===== src/rtl/kmx_pkg.sv =====
package kmx_pkg;
   localparam logic [7:0] OFS_CTRL  = 8'h80;
   localparam logic [7:0] OFS_PIND  = 8'h84;
   localparam logic [7:0] OFS_EDGE0 = 8'h90;
   localparam logic [7:0] OFS_STAT0 = 8'hA0;
   localparam logic [7:0] OFS_MASK0 = 8'hB0;
   localparam logic [7:0] OFS_CLR0  = 8'hB8;
   localparam logic [7:0] OFS_FLAG0 = 8'hC0;
   localparam logic [31:0] CTRL_IMPL = 32'h0077FF03;
   localparam logic [31:0] PIND_IMPL = 32'hFFFF0000;

   typedef struct packed {
      logic       en;
      logic       pull;
      logic [2:0] nrow_m1;
      logic [2:0] ncol_m1;
      logic       cf_en;
      logic [2:0] cf_sel;
      logic       lf_en;
      logic [2:0] lf_sel;
      logic       rows_drv;
   } kmx_cfg_t;
endpackage


===== src/rtl/kmx_regs.sv =====
module kmx_regs
   import kmx_pkg::*;
#(
   parameter int unsigned KEYS = 64
) (
   input  logic               clk,
   input  logic               rst_n,
   input  logic               we,
   input  logic [7:0]         addr,
   input  logic [31:0]        wdata,
   output logic [31:0]        rdata,
   input  logic [KEYS-1:0]    status,
   input  logic [KEYS-1:0]    flags,
   output kmx_cfg_t           cfg,
   output logic [2*KEYS-1:0]  edge_sel,
   output logic [KEYS-1:0]    mask,
   output logic [KEYS-1:0]    clr,
   output logic [7:0]         row_oe,
   output logic [7:0]         col_oe
);
   localparam int unsigned SW = KEYS / 32;
   localparam int unsigned EW = 2 * SW;

   logic [31:0] ctrl_q;
   logic [15:0] pind_q;
   logic [31:0] edge_q [EW];
   logic [31:0] mask_q [SW];

   always_ff @(posedge clk or negedge rst_n) begin
      if (!rst_n) begin
         ctrl_q <= '0;
         pind_q <= '0;
         for (int i = 0; i < EW; i++) edge_q[i] <= '0;
         for (int i = 0; i < SW; i++) mask_q[i] <= '0;
      end else if (we) begin
         if (addr == OFS_CTRL) ctrl_q <= wdata & CTRL_IMPL;
         if (addr == OFS_PIND) pind_q <= wdata[31:16];
         for (int i = 0; i < EW; i++)
            if (addr == OFS_EDGE0 + 8'(4 * i)) edge_q[i] <= wdata;
         for (int i = 0; i < SW; i++)
            if (addr == OFS_MASK0 + 8'(4 * i)) mask_q[i] <= wdata;
      end
   end

   for (genvar w = 0; w < SW; w++) begin : g_word
      assign mask[32*w +: 32] = mask_q[w];
      assign clr[32*w +: 32]  = (we && addr == OFS_CLR0 + 8'(4 * w)) ? wdata : 32'd0;
   end
   for (genvar e = 0; e < EW; e++) begin : g_edge
      assign edge_sel[32*e +: 32] = edge_q[e];
   end

   always_comb begin
      rdata = '0;
      if (addr == OFS_CTRL) rdata = ctrl_q;
      if (addr == OFS_PIND) rdata = {pind_q, 16'd0};
      for (int i = 0; i < EW; i++)
         if (addr == OFS_EDGE0 + 8'(4 * i)) rdata = edge_q[i];
      for (int i = 0; i < SW; i++) begin
         if (addr == OFS_STAT0 + 8'(4 * i)) rdata = status[32*i +: 32];
         if (addr == OFS_MASK0 + 8'(4 * i)) rdata = mask_q[i];
         if (addr == OFS_FLAG0 + 8'(4 * i)) rdata = flags[32*i +: 32];
      end
   end

   assign cfg.en       = ctrl_q[0];
   assign cfg.pull     = ctrl_q[1];
   assign cfg.lf_sel   = ctrl_q[10:8];
   assign cfg.lf_en    = ctrl_q[11];
   assign cfg.cf_sel   = ctrl_q[14:12];
   assign cfg.cf_en    = ctrl_q[15];
   assign cfg.ncol_m1  = ctrl_q[18:16];
   assign cfg.nrow_m1  = ctrl_q[22:20];
   assign cfg.rows_drv = |pind_q[15:8];
   assign row_oe       = pind_q[15:8];
   assign col_oe       = pind_q[7:0];
endmodule


===== src/rtl/kmx_deglitch.sv =====
module kmx_deglitch #(
   parameter int unsigned SEL_W = 3,
   parameter int unsigned CNT_W = 8
) (
   input  logic             clk,
   input  logic             rst_n,
   input  logic             en,
   input  logic [SEL_W-1:0] sel,
   input  logic             din,
   output logic             q
);
   if (CNT_W < (1 << SEL_W)) begin : g_bad_cnt
      $error("kmx_deglitch: CNT_W too small for the longest window");
   end

   logic [CNT_W-1:0] cnt_q;
   logic [CNT_W-1:0] lim;
   logic             held_q;

   assign lim = CNT_W'((33'd1 << ({1'b0, sel} + 1'b1)) - 33'd1);

   always_ff @(posedge clk or negedge rst_n) begin
      if (!rst_n) begin
         held_q <= 1'b1;
         cnt_q  <= '0;
      end else if (!en || din == held_q) begin
         held_q <= din;
         cnt_q  <= '0;
      end else if (cnt_q >= lim) begin
         held_q <= din;
         cnt_q  <= '0;
      end else begin
         cnt_q <= cnt_q + 1'b1;
      end
   end

   assign q = en ? held_q : din;
endmodule


===== src/rtl/kmx_scanner.sv =====
module kmx_scanner
   import kmx_pkg::*;
#(
   parameter int unsigned LINES  = 8,
   parameter int unsigned SETTLE = 6,
   parameter int unsigned CNT_W  = 8
) (
   input  logic                     clk,
   input  logic                     rst_n,
   input  kmx_cfg_t                 cfg,
   input  logic [LINES-1:0]         sense,
   input  logic [2*LINES*LINES-1:0] edge_sel,
   input  logic [LINES*LINES-1:0]   clr,
   output logic [LINES-1:0]         row_drv,
   output logic [LINES-1:0]         col_drv,
   output logic [LINES*LINES-1:0]   status,
   output logic [LINES*LINES-1:0]   flags
);
   localparam int unsigned LW     = $clog2(LINES);
   localparam int unsigned HOLD_W = CNT_W + 2;

   logic [LW-1:0]     idx_q;
   logic [HOLD_W-1:0] dw_q;
   logic [HOLD_W-1:0] hold_len;
   logic [LW-1:0]     last_idx;
   logic              latch;
   logic [LINES-1:0]  line_lo;

   assign hold_len = cfg.lf_en
      ? HOLD_W'((33'd1 << ({1'b0, cfg.lf_sel} + 1'b1)) + 33'(SETTLE))
      : HOLD_W'(SETTLE);
   assign last_idx = cfg.rows_drv ? cfg.nrow_m1 : cfg.ncol_m1;
   assign latch    = cfg.en && (dw_q >= hold_len - 1'b1);

   always_ff @(posedge clk or negedge rst_n) begin
      if (!rst_n) begin
         idx_q <= '0;
         dw_q  <= '0;
      end else if (!cfg.en) begin
         idx_q <= '0;
         dw_q  <= '0;
      end else if (latch) begin
         dw_q  <= '0;
         idx_q <= (idx_q >= last_idx) ? '0 : idx_q + 1'b1;
      end else begin
         dw_q <= dw_q + 1'b1;
      end
   end

   assign line_lo = cfg.en ? ~(LINES'(1) << idx_q) : '1;
   assign row_drv = cfg.rows_drv ? line_lo : '1;
   assign col_drv = cfg.rows_drv ? '1 : line_lo;

   for (genvar r = 0; r < LINES; r++) begin : g_row
      for (genvar c = 0; c < LINES; c++) begin : g_col
         localparam int unsigned K = r * LINES + c;
         logic       hit, level, nv, commit, seen;
         logic [2:0] cf_q;

         assign hit = latch && (cfg.rows_drv
            ? (idx_q == LW'(r) && LW'(c) <= cfg.ncol_m1)
            : (idx_q == LW'(c) && LW'(r) <= cfg.nrow_m1));
         assign level  = cfg.rows_drv ? sense[c] : sense[r];
         assign nv     = cfg.pull ? level : ~level;
         assign commit = hit && (nv != status[K]) && (!cfg.cf_en || cf_q >= cfg.cf_sel);
         assign seen   = commit && (nv ? edge_sel[2*K] : edge_sel[2*K+1]);

         always_ff @(posedge clk or negedge rst_n) begin
            if (!rst_n) begin
               status[K] <= 1'b0;
               flags[K]  <= 1'b0;
               cf_q      <= '0;
            end else begin
               flags[K] <= seen | (flags[K] & ~clr[K]);
               if (commit) begin
                  status[K] <= nv;
                  cf_q      <= '0;
               end else if (hit) begin
                  cf_q <= (nv == status[K]) ? 3'd0 : cf_q + 3'd1;
               end
            end
         end
      end
   end
endmodule


===== src/rtl/kmx_scan_ctrl.sv =====
module kmx_scan_ctrl
   import kmx_pkg::*;
#(
   parameter int unsigned LINES  = 8,
   parameter int unsigned SETTLE = 6,
   parameter int unsigned SYNC   = 2,
   parameter int unsigned SEL_W  = 3,
   parameter int unsigned CNT_W  = 8
) (
   input  logic             clk,
   input  logic             rst_n,
   input  logic             bus_we,
   input  logic [7:0]       bus_addr,
   input  logic [31:0]      bus_wdata,
   output logic [31:0]      bus_rdata,
   input  logic [LINES-1:0] row_in,
   input  logic [LINES-1:0] col_in,
   output logic [LINES-1:0] row_drv_o,
   output logic [LINES-1:0] row_oe_o,
   output logic [LINES-1:0] col_drv_o,
   output logic [LINES-1:0] col_oe_o,
   output logic             irq_o
);
   localparam int unsigned KEYS = LINES * LINES;

   if (LINES != 8) begin : g_bad_lines
      $error("kmx_scan_ctrl: key packing needs LINES == 8");
   end
   if (SEL_W != 3) begin : g_bad_sel
      $error("kmx_scan_ctrl: filter selectors are 3 bits wide");
   end
   if (SYNC < 1 || SETTLE < SYNC + 3) begin : g_bad_settle
      $error("kmx_scan_ctrl: SETTLE must cover the synchronizer");
   end

   kmx_cfg_t          cfg;
   logic [2*KEYS-1:0] edge_sel;
   logic [KEYS-1:0]   mask, clr, status, flags;
   logic [LINES-1:0]  row_sy [SYNC];
   logic [LINES-1:0]  col_sy [SYNC];
   logic [LINES-1:0]  sense_raw, sense;
   logic              scan_en;

   always_ff @(posedge clk or negedge rst_n) begin
      if (!rst_n) begin
         for (int s = 0; s < SYNC; s++) begin
            row_sy[s] <= '1;
            col_sy[s] <= '1;
         end
      end else begin
         row_sy[0] <= row_in;
         col_sy[0] <= col_in;
         for (int s = 1; s < SYNC; s++) begin
            row_sy[s] <= row_sy[s-1];
            col_sy[s] <= col_sy[s-1];
         end
      end
   end

   assign sense_raw = cfg.rows_drv ? col_sy[SYNC-1] : row_sy[SYNC-1];
   assign scan_en   = cfg.en;

   kmx_regs #(.KEYS(KEYS)) u_regs (
      .clk(clk), .rst_n(rst_n), .we(bus_we), .addr(bus_addr),
      .wdata(bus_wdata), .rdata(bus_rdata), .status(status), .flags(flags),
      .cfg(cfg), .edge_sel(edge_sel), .mask(mask), .clr(clr),
      .row_oe(row_oe_o), .col_oe(col_oe_o)
   );

   for (genvar l = 0; l < LINES; l++) begin : g_filt
      kmx_deglitch #(.SEL_W(SEL_W), .CNT_W(CNT_W)) u_flt (
         .clk(clk), .rst_n(rst_n), .en(cfg.lf_en), .sel(cfg.lf_sel),
         .din(sense_raw[l]), .q(sense[l])
      );
   end

   kmx_scanner #(.LINES(LINES), .SETTLE(SETTLE), .CNT_W(CNT_W)) u_scan (
      .clk(clk), .rst_n(rst_n), .cfg(cfg), .sense(sense),
      .edge_sel(edge_sel), .clr(clr), .row_drv(row_drv_o),
      .col_drv(col_drv_o), .status(status), .flags(flags)
   );

   assign irq_o = |(flags & mask);
endmodule


===== config.mk =====
export PLATFORM = sky130hd
export DESIGN_NAME = kmx_scan_ctrl
export DESIGN_NICKNAME = d
export VERILOG_FILES = /design/src/rtl/kmx_pkg.sv /design/src/rtl/kmx_regs.sv /design/src/rtl/kmx_deglitch.sv /design/src/rtl/kmx_scanner.sv /design/src/rtl/kmx_scan_ctrl.sv
export SDC_FILE = /design/constraint.sdc
export NUM_CORES = 2
export LEC_CHECK = 0
export ABC_AREA = 0
export ABC_CLOCK_PERIOD_IN_PS = 7640
export BUFFER_PORTS_ARGS = -buffer_cell sky130_fd_sc_hd__buf_2
export CORE_AREA = 2 2 333 335
export DETAILED_ROUTE_END_ITERATION = 6
export DIE_AREA = 0 0 335 337
export PLACE_DENSITY = 0.55
export RECOVER_POWER = 25
export SYNTH_ARGS = -nofsm -noshare
export SYNTH_HDL_FRONTEND = slang
export SYNTH_SLANG_ARGS = --single-unit

===== constraint.sdc =====
create_clock -name clk -period 7.64 [get_ports clk]
set_input_delay 1.528 -clock clk [delete_from_list [all_inputs] [get_ports clk]]
set_output_delay 1.528 -clock clk [all_outputs]
set_load 0.005 [all_outputs]

==> reports/metrics.yaml <==
clock_tree:
  cts_resized: 0
  tritoncts: "done"
  clockBufferDepth: 3
  cts_hold_buf: 0
  clkTransAtPathRegs_ns: 0.06
  cts_root_buf: "clkbuf_16"
  clkLatencyLatePin_ns: 0.69
  clock-sinks: 661
  numCtsBuffers: 79
  cts_setup_buffers: 0
  htree_levels: 3
global_route:
  grt_pass1_vias: 33800
  grt_use_total_pct: 30.1
  grt_max_degree: 159
  antenna_found_initial: 14
  grt_first_pass_wirelength_um: 247000
  grt_remaining_overflow: 0
worst_setup_path:
  crit_buf_inv: 2
  endpoint_kind: "output port"
  startpoint_type: "primary input"
  critical-path-slowest-cell: "nor2_1"
  path_depth: 7
  cp_top_family: "simple AND/OR/NAND/NOR gates"
  critPathLaunch: "bus_addr[4]"
  r2r-start: "u_regs.ctrl_q[8]"
  crit_path_cell_trace: "buf_2, nor3b_2, nand2_1, nor2_1, a21oi_1, o211ai_1, buf_2"
  worstRegToRegCells: 16
  cp_data_required_time_ns: 6.11
  crit_arrival_ns: 4.72
  crit_path_frequent_cell: "buf_2"
  cpPeakStageDelay_ns: 0.92
  cp_max_fo: 32
  setup.worst_path.class: "in2out"
logic_synthesis:
  syn_inst: 4444
  ys_seq_area_share_pct: 39.1
  synth_edf_count: 0
  synth_ff_type: "dfrtp_1"
  ys_warn_count: 0
  netlist-cell-type-count: 90
  synth_area_um2: 42400
  synth_top_area_share_pct: 36.6
  synth-seq-cells: 661
  ys_top_cells_by_area: "dfrtp_1, ha_1, mux2_2, o21ai_0, nand2_1"
  syn_area_per_cell_um2: 9.55
  synth_top_area_cell: "dfrtp_1"
  synthArstFlopShare_pct: 100
timing:
  worst_slack_ns: 1.39
  finalSetupTns_ns: 0
  timing.final.crit_share_pct: 81.8
  worstMarginPinSlew_ns: 5.33
  grt_setup_unrepaired: "no"
  slew_headroom_pct: -255
  final_hold_viol_count: 0
  holdWs_ns: 0.351
  skew_ns: 0.0490
  setup_viol: 0
  fmax_mhz: 160
  finalMaxSlewViolations: 108
  layout_min_cycle_time_ns: 6.25
layout:
  multi_input_area_um2: 24300
  regArea_um2: 16600
  nFillCells: 10700
  layout_commonest_cell: "dfrtp_1"
  final_nets: 4929
  drive_gt1_share_pct: 17.0
  fin_util_pct: 43.3
  layout_common_cells: "dfrtp_1, nand2_1, ha_1, o21ai_0, mux2_2"
  areaGrowthSynthToFinish_pct: 11.9
place:
  portBuffers: 123
  dp_slack_ns: 1.45
  dp_hpwl_um: 128000
  place_congestion: 1.03
power_and_ir_drop:
  p_comb_share_pct: 14.7
  power_density_nw_per_um2: 188
  p_int_mw: 6.21
  ir_worst_vdd_uv: 197
  clockPowerShare_pct: 43.8
  switching_share_pct: 30.5
  p_leak_nw: 21.2
  p_sw_mw: 2.73
  power_frac_seq_pct: 41.5
min_path:
  holdPathStages: 0
  hp-start: "col_sy[8]"
  worstHoldPathType: "reg2reg"
floorplan:
  num_io_pins: 124
  num_rows: 122
  fp.dieH_um: 337
  start_util_pct: 38.7
  core_um2: 110000
  dieArea_um2: 113000
  die_x_um: 335
detailed_routing:
  drt-total-wl_um: 172000
  wl_per_cell_um: 28.6
  drtIter0Drc: 3666
  drc_errors: 0
  vias_per_cell: 5.99
  num_vias: 36000
  antenna_left: 0
  firstDrtPassIters: 7
outcome:
  status: "finished with violations"
  violations: "capacitance limit, slew limit"
job:
  drv_cap: 1
-- state kept, by name, indices dropped and copies added, names as in the netlist --
name and cells:
u_scan.flags 64, u_regs.mask 64, u_regs.ctrl_q 16, g_filt.u_flt.cnt_q 64, u_scan.idx_q 3, g_filt.u_flt.held_q 8, u_scan.g_row.g_col.cf_q 192, u_regs.pind_q 16
u_scan.dw_q 10, row_sy 16, u_scan.status 64, col_sy 16, u_regs.edge_sel 128
-- final timing paths --
| kind | slack, ns | to |
|---|---|---|
| max reg2reg | 2.25 | u_scan.status[35] |
| max | 1.39 | bus_rdata[19] |
| min in group asynchronous | 2.93 | u_scan.g_row[7].g_col[7].cf_q[1] |
| max in group asynchronous | 1.68 | u_scan.status[59] |
| min | 0.35 | col_sy[0] |
| min reg2reg | 0.35 | col_sy[0] |
-- metal layers --
layer	share of wire (%)	vias up	global-route usage, %
met1	44	18100	42.1
met4	5.1	6	13.6
li1	-	16200	-
met2	43	1448	45.6
met5	0.023	-	0
met3	7.5	334	5.17
-- cell families after synthesis --
logic type	share of synthesized area, %
flops	39.1
buf+inv	4.11
compound gates	15.8
simple gates	16.3
xor+xnor	3.38
other cells	0.00884
mux	11.0
fa+ha+maj	10.4
-- layout make-up --
type                            count  area share [%]
Multi-Input combinational cell   3340            51.1
Sequential cell                   661            35.0
Clock buffer                      114            4.89
Tap cell                         1426            3.76
Timing Repair Buffer              209            2.77
Inverter                          228            1.81
Clock inverter                     30           0.677
Antenna cell                        4          0.0211
-- cells in the mapped netlist, types with 32 or more instances --
master     number
a21oi_1       209
a221oi_1       32
a22o_1         39
a31oi_1        47
and3_1         46
buf_1          41
clkbuf_1      160
dfrtp_1       621
dfstp_2        40
ha_1          351
inv_1         226
mux2_2        337
mux2i_1        83
nand2_1       385
nand2b_1       88
nand3_1       166
nand4_1        43
nor2_1        288
nor2b_1       160
nor3_1         34
o21ai_0       338
o22ai_1        70
o2bb2ai_1     109
xnor2_1        86
xor2_1         47
-- metrics by stage --
step | cells | cell area [um^2] | power (mW)
CTS | 6008 | 47500 | 8.99
global placement | 5864 | 44800 | 5.06
global route | 6010 | 47500 | 9.23
detailed placement | 5864 | 44800 | 5.06
floorplan | 4454 | 42500 | 4.45
finish | 6012 | 47500 | 8.95
-- power groups by stage --
stage	logic, mW	clock network [mW]	registers (mW)
global placement	1.29	0	3.77
finish	1.31	3.92	3.71
global route	1.40	4.11	3.71
detailed placement	1.29	0	3.77
CTS	1.30	3.98	3.71
floorplan	0.743	0	3.70
-- worst reg2reg max path: cells and delay by family, from the launching register on --
family	cells	cell delay [ns]
buffers and inverters	2	0.72
AND/OR/NAND/NOR	7	1.92
XOR/XNOR	1	0.36
adder cells (fa/ha/maj)	2	0.62
flip-flops	1	0.91
AO/OA/AOI/OAI	3	0.34
multiplexers	1	0.37
Power figures use the tool's default switching activity.
